===== config.mk =====
export PLATFORM = sky130hd
export DESIGN_NAME = proc_fifo_handshake
export DESIGN_NICKNAME = d
export VERILOG_FILES = /design/src/rtl/hs_pkg.sv /design/src/rtl/hs_ctrl.sv /design/src/rtl/hs_datapath.sv /design/src/rtl/proc_fifo_handshake.sv
export SDC_FILE = /design/constraint.sdc
export NUM_CORES = 1
export LEC_CHECK = 0
export BUFFER_PORTS_ARGS = -buffer_cell sky130_fd_sc_hd__buf_2
export CELL_PAD_IN_SITES_DETAIL_PLACEMENT = 0
export CELL_PAD_IN_SITES_GLOBAL_PLACEMENT = 1
export CORE_MARGIN = 2
export CORE_UTILIZATION = 37
export DETAILED_ROUTE_END_ITERATION = 6
export PLACE_DENSITY = 0.86
export SYNTH_ARGS = -nofsm -noshare
export SYNTH_HDL_FRONTEND = slang
export SYNTH_SLANG_ARGS = --single-unit

===== constraint.sdc =====
create_clock -name clk -period 3 [get_ports clk]
set_input_delay 0.6 -clock clk [delete_from_list [all_inputs] [get_ports clk]]
set_output_delay 0.6 -clock clk [all_outputs]
set_load 0.1 [all_outputs]

===== src/rtl/hs_pkg.sv =====
package hs_pkg;

  typedef enum logic [1:0] {
    HS_IDLE  = 2'd0,
    HS_READ  = 2'd1,
    HS_WRITE = 2'd2,
    HS_ACK   = 2'd3
  } hsState_e;

  // strobes from control to datapath
  typedef struct packed {
    logic capRead;   // load rdData from inbound head
    logic latchWr;   // load outData from processor write word
  } hsStrobe_t;

endpackage


===== src/rtl/hs_ctrl.sv =====
module hs_ctrl
  import hs_pkg::*;
(
  input  logic      clk,
  input  logic      rstN,
  input  logic      rdReq,
  input  logic      wrReq,
  input  logic      inEmpty,
  input  logic      outFull,
  output logic      ack,
  output logic      inPop,
  output logic      outPush,
  output hsStrobe_t strobe
);

  hsState_e state, stateNext;
  logic     kindRd, kindRdNext;
  logic     rdOk, wrOk, reqLive;

  assign rdOk    = rdReq && !inEmpty;
  assign wrOk    = wrReq && !outFull;
  assign reqLive = kindRd ? rdReq : wrReq;

  always_comb begin
    stateNext      = state;
    kindRdNext     = kindRd;
    strobe.latchWr = 1'b0;
    unique case (state)
      HS_IDLE: begin
        if (rdOk) begin
          stateNext  = HS_READ;
          kindRdNext = 1'b1;
        end else if (wrOk) begin
          stateNext      = HS_WRITE;
          kindRdNext     = 1'b0;
          strobe.latchWr = 1'b1;
        end
      end
      HS_READ:  stateNext = HS_ACK;
      HS_WRITE: stateNext = HS_ACK;
      HS_ACK: begin
        if (!reqLive) stateNext = HS_IDLE;
      end
      default:  stateNext = HS_IDLE;
    endcase
  end

  always_ff @(posedge clk or negedge rstN) begin
    if (!rstN) begin
      state  <= HS_IDLE;
      kindRd <= 1'b0;
    end else begin
      state  <= stateNext;
      kindRd <= kindRdNext;
    end
  end

  assign strobe.capRead = (state == HS_READ);
  assign inPop          = (state == HS_READ);
  assign outPush        = (state == HS_WRITE);
  assign ack            = (state == HS_ACK);

endmodule


===== src/rtl/hs_datapath.sv =====
module hs_datapath
  import hs_pkg::*;
#(
  parameter int DATA_W = 32
) (
  input  logic              clk,
  input  logic              rstN,
  input  hsStrobe_t         strobe,
  input  logic [DATA_W-1:0] inData,
  input  logic [DATA_W-1:0] wrData,
  output logic [DATA_W-1:0] rdData,
  output logic [DATA_W-1:0] outData
);

  always_ff @(posedge clk or negedge rstN) begin
    if (!rstN) begin
      rdData  <= '0;
      outData <= '0;
    end else begin
      if (strobe.capRead) rdData  <= inData;
      if (strobe.latchWr) outData <= wrData;
    end
  end

endmodule


===== src/rtl/proc_fifo_handshake.sv =====
module proc_fifo_handshake
  import hs_pkg::*;
#(
  parameter int DATA_W = 32
) (
  input  logic              clk,
  input  logic              rstN,
  input  logic              rdReq,
  input  logic              wrReq,
  input  logic [DATA_W-1:0] wrData,
  output logic              ack,
  output logic [DATA_W-1:0] rdData,
  input  logic [DATA_W-1:0] inData,
  input  logic              inEmpty,
  output logic              inPop,
  output logic [DATA_W-1:0] outData,
  input  logic              outFull,
  output logic              outPush
);

  hsStrobe_t strobe;

  hs_ctrl ctrl_i (
    .clk     (clk),
    .rstN    (rstN),
    .rdReq   (rdReq),
    .wrReq   (wrReq),
    .inEmpty (inEmpty),
    .outFull (outFull),
    .ack     (ack),
    .inPop   (inPop),
    .outPush (outPush),
    .strobe  (strobe)
  );

  hs_datapath #(.DATA_W(DATA_W)) dp_i (
    .clk     (clk),
    .rstN    (rstN),
    .strobe  (strobe),
    .inData  (inData),
    .wrData  (wrData),
    .rdData  (rdData),
    .outData (outData)
  );

endmodule


# ---- Yosys cells after proc, flatten, opt, wreduce, memory -nomap -nowiden
# Index checks and enable logic that the tools add are counted.
dict set report classes {
  eq_ne 5
  n_mux 10
  n_reduce_logical 9
}
# op count
set ops {}
lappend ops {{$mux W1} 6}
lappend ops {{$mux W2} 3}
lappend ops {{$pmux W2 S3} 1}
lappend ops {{$eq A2 B2 Y1 const B} 2}
lappend ops {{$reduce_and A2 Y1} 2}
lappend ops {{$ne A3 B1 Y1 const B} 1}
lappend ops {{$eq A2 B1 Y1 const B} 1}
lappend ops {{$logic_and A1 B1 Y1} 2}
lappend ops {{$logic_not A1 Y1} 2}
lappend ops {{$logic_not A2 Y1} 1}
lappend ops {{$ne A2 B2 Y1 const B} 1}
lappend ops {{$reduce_bool A2 Y1} 1}
lappend ops {{$reduce_or A2 Y1} 1}
dict set report word_totals {
  inputBits 70
  output_inout_bits 67
  ff_bits 67
  elab_cells 28
}

# ---- Depth between registers and ports, before layout
# Gate-level depths: netlist (run 1).
dict set report depth {
  ltp_word 5
  ltp_mapped 6
  depth_no_buf 5
}

# ---- Modules after synthesis
# Synthesis (run 1) repeated with hierarchy kept, for this count alone.
dict set report unflattened {
  cells_unflattened 162
  area_unflattened_um2 2965.3
}
# module area_per_inst_um2 seq_area_each_um2 n_inst cells_per_inst
set modules_own_cells {}
lappend modules_own_cells {hs_datapath 2690.1 1601.5 1 136}
lappend modules_own_cells {hs_ctrl 275.3 75.1 1 26}

# ---- Worst setup path after synthesis (run 1)
# Ideal clock, no wire load.
dict set report synth_path {
  kind {reg-to-reg}
  startpoint {reg ctrl_i.state[1]}
  endpoint {reg dp_i.rdData[15]}
  path_stages_with_launch 6
  path_slack_ps 812
  setup_ps 125
  t_required_ps 2875
  arrival_ps 2063
  n_path_buf 2
  path_cell_list {dfrtp_1 > inv_1 > ha_1 > clkbuf_1 > buf_2 > mux2_2}
}
dict set report synth_between {
  elab_chain_cells 1
}
# element line_no
set synth_lines {}
lappend synth_lines {{start: declaration} hs_ctrl.sv:16} ;# hsState_e state, stateNext;
lappend synth_lines {{start signal: assignment} hs_ctrl.sv:53} ;# state <= stateNext;
lappend synth_lines {{$eq A2 B1 Y1} -}
lappend synth_lines {{named net inPop} proc_fifo_handshake.sv:15} ;# output logic inPop,
lappend synth_lines {{end signal: assignment} hs_datapath.sv:20} ;# if (strobe.capRead) rdData <= inData;
lappend synth_lines {{end: declaration} hs_datapath.sv:11} ;# output logic [DATA_W-1:0] rdData,
# The timed path passes the listed nets, and every way through them passes these cells.
# A chain may end at the register's enable or synchronous reset.

# ---- Worst setup path after layout (run 1)
dict set report layout_path {
  startpoint {reg ctrl_i.state[1]}
  endpoint {out inPop}
}
dict set report layout_between {
  elab_chain_cells 1
}
# element line_no
set layout_lines {}
lappend layout_lines {{$eq A2 B1 Y1} hs_ctrl.sv:59} ;# assign inPop = (state == HS_READ);
lappend layout_lines {{end: declaration} proc_fifo_handshake.sv:15}
# No other way between the ends.

==> impl_metrics.py, run 1 <==
metrics = {
    "status": {
        "status": "completed",
    },
    "timing": {
        "finalSetupViolCount": 0,
        "fin_crit_sh": 0.679,
        "relSlewSlack": 0.444,
        "drv_slew": 0,
        "hold_viol_final": 0,
        "tightest_slew_ns": 0.834,
        "tns_ns": 0,
        "layout_min_cycle_time_ns": 2.04,
        "finalClockSkew_ns": 0.00634,
        "fmax_mhz": 491,
        "rsz0062_at_grt": "false",
    },
    "cells_and_area": {
        "final_layout_size_suffix_gt1_frac": 0.691,
        "seq_area_um2": 1680,
        "multi_input_area_um2": 870,
        "fill_cells": 643,
        "diodes": 0,
        "final_cells": 403,
        "area.growth.synth_to_final_pct": 37.2,
        "nets": 376,
    },
    "clock_network": {
        "htree_num_levels": 3,
        "holdBufCountCts": 0,
        "cts_tree": "done",
        "clk_pin_slew_ns": 0.07,
        "clk_latency_ns": 0.33,
        "cts_buffers": 9,
        "clockRootBuffer": "clkbuf_8",
        "cts_resized": 0,
        "clock_path_buffers": 2,
        "cts_setup_buffers": 0,
        "cts_sinks": 67,
    },
    "yosys": {
        "yosysWarnings": 0,
        "synth.most_common_cell": "dfrtp_1",
        "synthTopCellsByCount": "dfrtp_1, mux2_2, mux2_1",
        "synth-edff-count": 0,
        "synth_top_area_share": 0.641,
        "synth_nets": 233,
        "syn_inst": 159,
        "synth_top_cell_by_area": "dfrtp_1",
        "postSynthAreaPerCell_um2": 16.4,
        "netlist_top_cells_area": "dfrtp_1, mux2_2, mux2_1",
        "syn_area_um2": 2610,
        "ys_ff_latch": 67,
        "ys_seq_area_frac": 0.641,
        "async_reset_ff_frac": 1.00,
        "synth-main-ff-cell": "dfrtp_1",
        "ys_types": 17,
    },
    "route": {
        "routed_wl_mm": 5.31,
        "avgViaCountPerCell": 4.41,
        "vias": 1776,
        "drc_errors": 0,
        "wl_per_cell_um": 13.2,
        "firstDrtPassIters": 3,
        "antenna_left": 0,
        "drt_iter0_drc": 23,
    },
    "grt": {
        "track_usage": 0.137,
        "grt_pass1_vias": 1779,
        "grt_pass1_wl_mm": 8.04,
        "grt_max_degree": 68,
        "grt-ovfl-total": 0,
        "antenna_found_initial": 0,
    },
    "setup_path": {
        "worstRegToRegCells": 6,
        "crit_path_end_kind": "primary output",
        "start_kind": "flop",
        "arrival_ns": 1.44,
        "path_max_fanout": 7,
        "critical_path_class": "reg -> out",
        "cp.required_ns": 2.40,
    },
    "floorplan": {
        "die_x_um": 88.1,
        "fp.coreArea_um2": 6830,
        "io_pins": 137,
        "start_util": 0.383,
        "floorplan.rows": 30,
        "die-area_um2": 7750,
        "die-height_um": 88.1,
    },
    "min_path": {
        "min_path_type": "in -> async",
    },
    "placement": {
        "place_hpwl_mm": 3.84,
        "placed_cells": 387,
        "place_congestion": 0.651,
        "portBuffers": 136,
    },
    "job": {
        "drv_cap": 0,
    },
}
per-stage QoR:
step | worst slack, ns | hold WS, ns | util | area, µm²
4_1_cts | 0.907 | 0.463 | 0.525 | 3590
2_1_floorplan | 0.812 | 0.304 | - | 2610
6_report | 0.963 | 0.462 | 0.525 | 3590
3_5_place_dp | 1.04 | 0.474 | 0.498 | 3400
3_3_place_gp | 1.08 | 0.463 | 0.498 | 3400
5_1_grt | 0.862 | 0.473 | 0.525 | 3590
flip-flops by register name (all words and copies together) (netlist names):
signal	count
ctrl_i.kindRd	1
ctrl_i.state	2
dp_i.outData	32
dp_i.rdData	32
path summary, 6_finish.rpt:
| kind | from | endpoint | slack [ns] |
|---|---|---|---|
| max in group asynchronous | rstN | dp_i.outData[28]$_DFFE_PN0P_ | 2.00 |
| max reg2reg | ctrl_i.state[0]$_DFFE_PN0P_ | dp_i.outData[29]$_DFFE_PN0P_ | 1.08 |
| min | rstN | dp_i.outData[8]$_DFFE_PN0P_ | 0.46 |
| min in group clk | wrData[15] | dp_i.outData[15]$_DFFE_PN0P_ | 0.48 |
| max | ctrl_i.state[1]$_DFFE_PN0P_ | inPop | 0.96 |
| min reg2reg | dp_i.rdData[18]$_DFFE_PN0P_ | dp_i.rdData[18]$_DFFE_PN0P_ | 0.48 |
cell type report:
cell class / instances / area share
inverter: 4 / 0.00419
sequential: 67 / 0.467
clock buffer: 14 / 0.0426
clock inverter: 2 / 0.00977
timing repair buffer: 139 / 0.200
tap: 96 / 0.0335
multi-input combinational: 81 / 0.242
cells by family after synthesis:
| kind of cell | synth area share |
|---|---|
| AO/OA/AOI/OAI | 0.0196 |
| buffers and inverters | 0.0258 |
| adder cells (fa/ha/maj) | 0.0191 |
| AND/OR/NAND/NOR | 0.0139 |
| multiplexers | 0.280 |
| flip-flops | 0.641 |
layout by cell type, fill, tap and decap left out:
| master | count |
|---|---|
| buf_2 | 135 |
| dfrtp_1 | 67 |
| mux2_2 | 59 |
| clkbuf_8 | 10 |
| mux2_1 | 6 |
| inv_1 | 4 |
| ha_1 | 4 |
| clkbuf_1 | 4 |
| nand2_1 | 3 |
| buf_4 | 3 |
| o21ai_0 | 2 |
| nand3b_2 | 1 |
| a21oi_4 | 1 |
| nand3b_1 | 1 |
| nand2b_1 | 1 |
| a22oi_1 | 1 |
| o2bb2ai_1 | 1 |
| a2bb2oi_1 | 1 |
| clkinv_2 | 1 |
| bufinv_16 | 1 |
| buf_12 | 1 |
critical path: stages (launching register included):
cell	delay, ns
dfrtp_1	0.41
inv_1	0.10
ha_1	0.38
buf_12	0.23
layer usage:
| metal | vias up | global-route usage | part of all wire |
|---|---|---|---|
| met5 | - | 0 | 0 |
| met2 | 67 | 0.247 | 0.53 |
| met4 | 0 | 0.0702 | 0.011 |
| met1 | 866 | 0.147 | 0.40 |
| li1 | 838 | - | - |
| met3 | 5 | 0.0368 | 0.064 |
Power of run 1 is left out: the tool's default activity adds up to more than one toggle a clock period on the data nets, which glitch-free logic cannot reach.
==> run 2, diff against run 1 <==
--- a/config.mk
+++ b/config.mk
@@ -5,13 +5,14 @@
 export SDC_FILE = /design/constraint.sdc
 export NUM_CORES = 1
 export LEC_CHECK = 0
+export ABC_AREA = 1
 export BUFFER_PORTS_ARGS = -buffer_cell sky130_fd_sc_hd__buf_2
 export CELL_PAD_IN_SITES_DETAIL_PLACEMENT = 0
 export CELL_PAD_IN_SITES_GLOBAL_PLACEMENT = 1
 export CORE_MARGIN = 2
-export CORE_UTILIZATION = 37
+export CORE_UTILIZATION = 30
 export DETAILED_ROUTE_END_ITERATION = 6
-export PLACE_DENSITY = 0.86
+export PLACE_DENSITY = 0.77
 export SYNTH_ARGS = -nofsm -noshare
 export SYNTH_HDL_FRONTEND = slang
 export SYNTH_SLANG_ARGS = --single-unit
==> constraint.sdc (replaced) <==
create_clock -name clk -period 1.8 [get_ports clk]
set_input_delay 0.36 -clock clk [delete_from_list [all_inputs] [get_ports clk]]
set_output_delay 0.36 -clock clk [all_outputs]
set_load 0.1 [all_outputs]
==> run 2 against run 1 <==
Clock skew grew 0.0044 ns; via count increased by 22%; synthesized area is 5.0% higher; non-clock buffer count grew 3; flip-flop and latch count unchanged; synthesized cell count increased by 52%; cell area increased by 5.0%; count of clock-buffer cells in the layout decreased by 2; cell count rose by 23%; highest routed layer unchanged.
==> impl_metrics.py, run 2 <==
metrics = {
    "status": {
        "status": "completed",
    },
    "timing": {
        "relSlewSlack": 0.662,
        "rsz0062_at_grt": "false",
        "fin_crit_sh": 0.957,
        "tightest_slew_ns": 0.510,
        "drv_slew": 0,
        "tns_ns": 0,
        "finalClockSkew_ns": 0.0107,
        "fmax_mhz": 580,
        "worst_slack_ns": 0.0767,
        "hold_viol_final": 0,
        "finalSetupViolCount": 0,
        "layout_min_cycle_time_ns": 1.72,
    },
    "cells_and_area": {
        "fin_area_um2": 3770,
        "area.growth.synth_to_final_pct": 37.3,
        "final_cell_mix": "buf_2, nand2_1, dfrtp_1, nand3_1, mux2_2",
        "final_layout_size_suffix_gt1_frac": 0.500,
        "final_common_cell": "buf_2",
        "top_regs": "dp_i.outData: 32 flops, dp_i.rdData: 32 flops, ctrl_i.state: 2 flops",
        "diodes": 0,
        "nets": 455,
        "final_cells": 494,
    },
    "placement": {
        "place_hpwl_mm": 4.63,
        "portBuffers": 136,
        "place_congestion": 0.744,
        "post-place-ws_ns": 0.158,
        "place_area_um2": 3550,
        "placed_cells": 477,
    },
    "clock_network": {
        "cts_tree": "done",
        "cts_sinks": 67,
        "clk_latency_ns": 0.33,
        "clockRootBuffer": "clkbuf_8",
        "clk_pin_slew_ns": 0.08,
        "cts_setup_buffers": 0,
        "holdBufCountCts": 0,
        "clock_path_buffers": 2,
        "cts_buffers": 9,
        "htree_num_levels": 3,
    },
    "route": {
        "drc_errors": 0,
        "drt_iter0_drc": 61,
        "wl_per_cell_um": 13.3,
        "wl_met1_mm": 2.99,
        "vias": 2164,
        "routed_wl_mm": 6.56,
        "avgViaCountPerCell": 4.38,
        "wl_met3_um": 434,
        "firstDrtPassIters": 4,
        "wl_met2_mm": 3.06,
        "antenna_left": 0,
        "routed.top_layer": "met4",
    },
    "yosys": {
        "synth_top_family_by_area": "simple AND/OR/NAND/NOR gates",
        "syn_inst": 241,
        "synth_compound_area_frac": 0.00182,
        "yosys.area_share.simple": 0.185,
        "synth_nets": 315,
        "synthTopCellsByCount": "nand2_1, dfrtp_1, nand3_1",
        "synth_top_area_share": 0.611,
        "ys_types": 16,
        "synth_top_cell_by_area": "dfrtp_1",
        "synth.area.mux_share": 0.131,
        "ys_ff_latch": 67,
        "syn_area_um2": 2740,
        "synth_adder_area_share": 0.0182,
        "synth.most_common_cell": "nand2_1",
        "async_reset_ff_frac": 1.00,
        "ys_seq_area_frac": 0.611,
        "synthXorXnorAreaFrac": 0,
        "postSynthAreaPerCell_um2": 11.4,
        "synth-main-ff-cell": "dfrtp_1",
        "synth-edff-count": 0,
        "yosysWarnings": 0,
        "netlist_top_cells_area": "dfrtp_1, mux2_2, nand2_1",
    },
    "grt": {
        "grt-ovfl-total": 0,
        "grt_pass1_vias": 2066,
        "track_usage": 0.131,
        "antenna_found_initial": 0,
        "grt_max_degree": 68,
        "grt_pass1_wl_mm": 10.2,
    },
    "setup_path": {
        "crit_chain": "inv_2, ha_4, buf_12, buf_12",
        "start_kind": "flop",
        "crit_top_cell": "buf_12",
        "crit_family": "buffers and inverters",
        "worstRegToRegCells": 7,
        "rr_startpoint": "ctrl_i.state[0]$_DFFE_PN0P_",
        "crit_path_end_kind": "primary output",
        "rrSetupSlack_ns": 0.17,
        "slowest_delay_ns": 0.42,
        "r2r_end": "dp_i.outData[1]$_DFFE_PN0P_",
        "arrival_ns": 1.36,
        "path_buf_inv": 3,
        "critical_path_class": "reg -> out",
        "cp.required_ns": 1.44,
        "path_max_fanout": 17,
        "slowest_stage": "dfrtp_1",
    },
    "floorplan": {
        "die-height_um": 99.6,
        "die_x_um": 99.6,
        "io_pins": 137,
        "die-area_um2": 9930,
        "fp.coreArea_um2": 8810,
        "floorplan.rows": 34,
        "start_util": 0.312,
    },
    "min_path": {
        "min_path_type": "in -> async",
    },
    "job": {
        "drv_cap": 0,
    },
}
-- run 2: how the worst max path moves through the flow --
stage / from / depth (start not counted) / slack (ns) / endpoint
6_report: ctrl_i.state[1]$_DFFE_PN0P_ / 4 / 0.08 / inPop
2_1_floorplan: ctrl_i.state[0]$_DFFE_PN0P_ / 4 / 0.06 / ctrl_i.state[1]$_DFFE_PN0P_
3_3_place_gp: ctrl_i.state[0]$_DFFE_PN0P_ / 7 / 0.24 / dp_i.outData[2]$_DFFE_PN0P_
3_5_place_dp: ctrl_i.state[0]$_DFFE_PN0P_ / 7 / 0.16 / dp_i.outData[1]$_DFFE_PN0P_
5_1_grt: ctrl_i.state[1]$_DFFE_PN0P_ / 4 / 0.007 / inPop
4_1_cts: ctrl_i.state[1]$_DFFE_PN0P_ / 4 / 0.02 / inPop
-- run 2: what timing repair did --
item                       in CTS  in global routing
resized for setup               1                  1
cloned                          1                  0
setup endpoints to repair       2                  1
-- run 2: cell families (layout without fill, tap and decap cells) --
| group | Yosys count | in the layout |
|---|---|---|
| adder cells (fa/ha/maj) | 4 | 4 |
| buffers and inverters | 21 | 166 |
| multiplexers | 32 | 32 |
| AO/OA/AOI/OAI | 1 | 1 |
| AND/OR/NAND/NOR | 116 | 116 |
| flip-flops | 67 | 67 |
-- run 2: cell type report --
class / instances / area, µm²
multi-input combinational: 153 / 936
fill: 866 / 5040
inverter: 8 / 30.0
tap: 108 / 135
clock buffer: 12 / 155
clock inverter: 4 / 25.0
timing repair buffer: 142 / 808
sequential: 67 / 1680
-- run 2: through the flow --
step	utilization	hold WS, ns
2_1_floorplan	-	0.0644
3_3_place_gp	0.403	0.408
3_5_place_dp	0.403	0.409
4_1_cts	0.428	0.0482
5_1_grt	0.428	0.0605
6_report	0.428	0.0498
-- run 2: metal layers --
| metal | GRT usage | vias up |
|---|---|---|
| met5 | 0 | - |
| met4 | 0.0485 | 0 |
| li1 | - | 1066 |
| met2 | 0.206 | 100 |
| met3 | 0.0330 | 8 |
| met1 | 0.176 | 990 |
-- run 2: worst register-to-register path: cells and delay by family, from the launching register on --
| kind | cells | cell delay (ns) |
|---|---|---|
| and+or+nand+nor | 4 | 0.67 |
| DFF | 1 | 0.44 |
| buffers and inverters | 2 | 0.19 |
| adders and majority gates | 1 | 0.22 |
Power of run 2 is left out for the same reason.
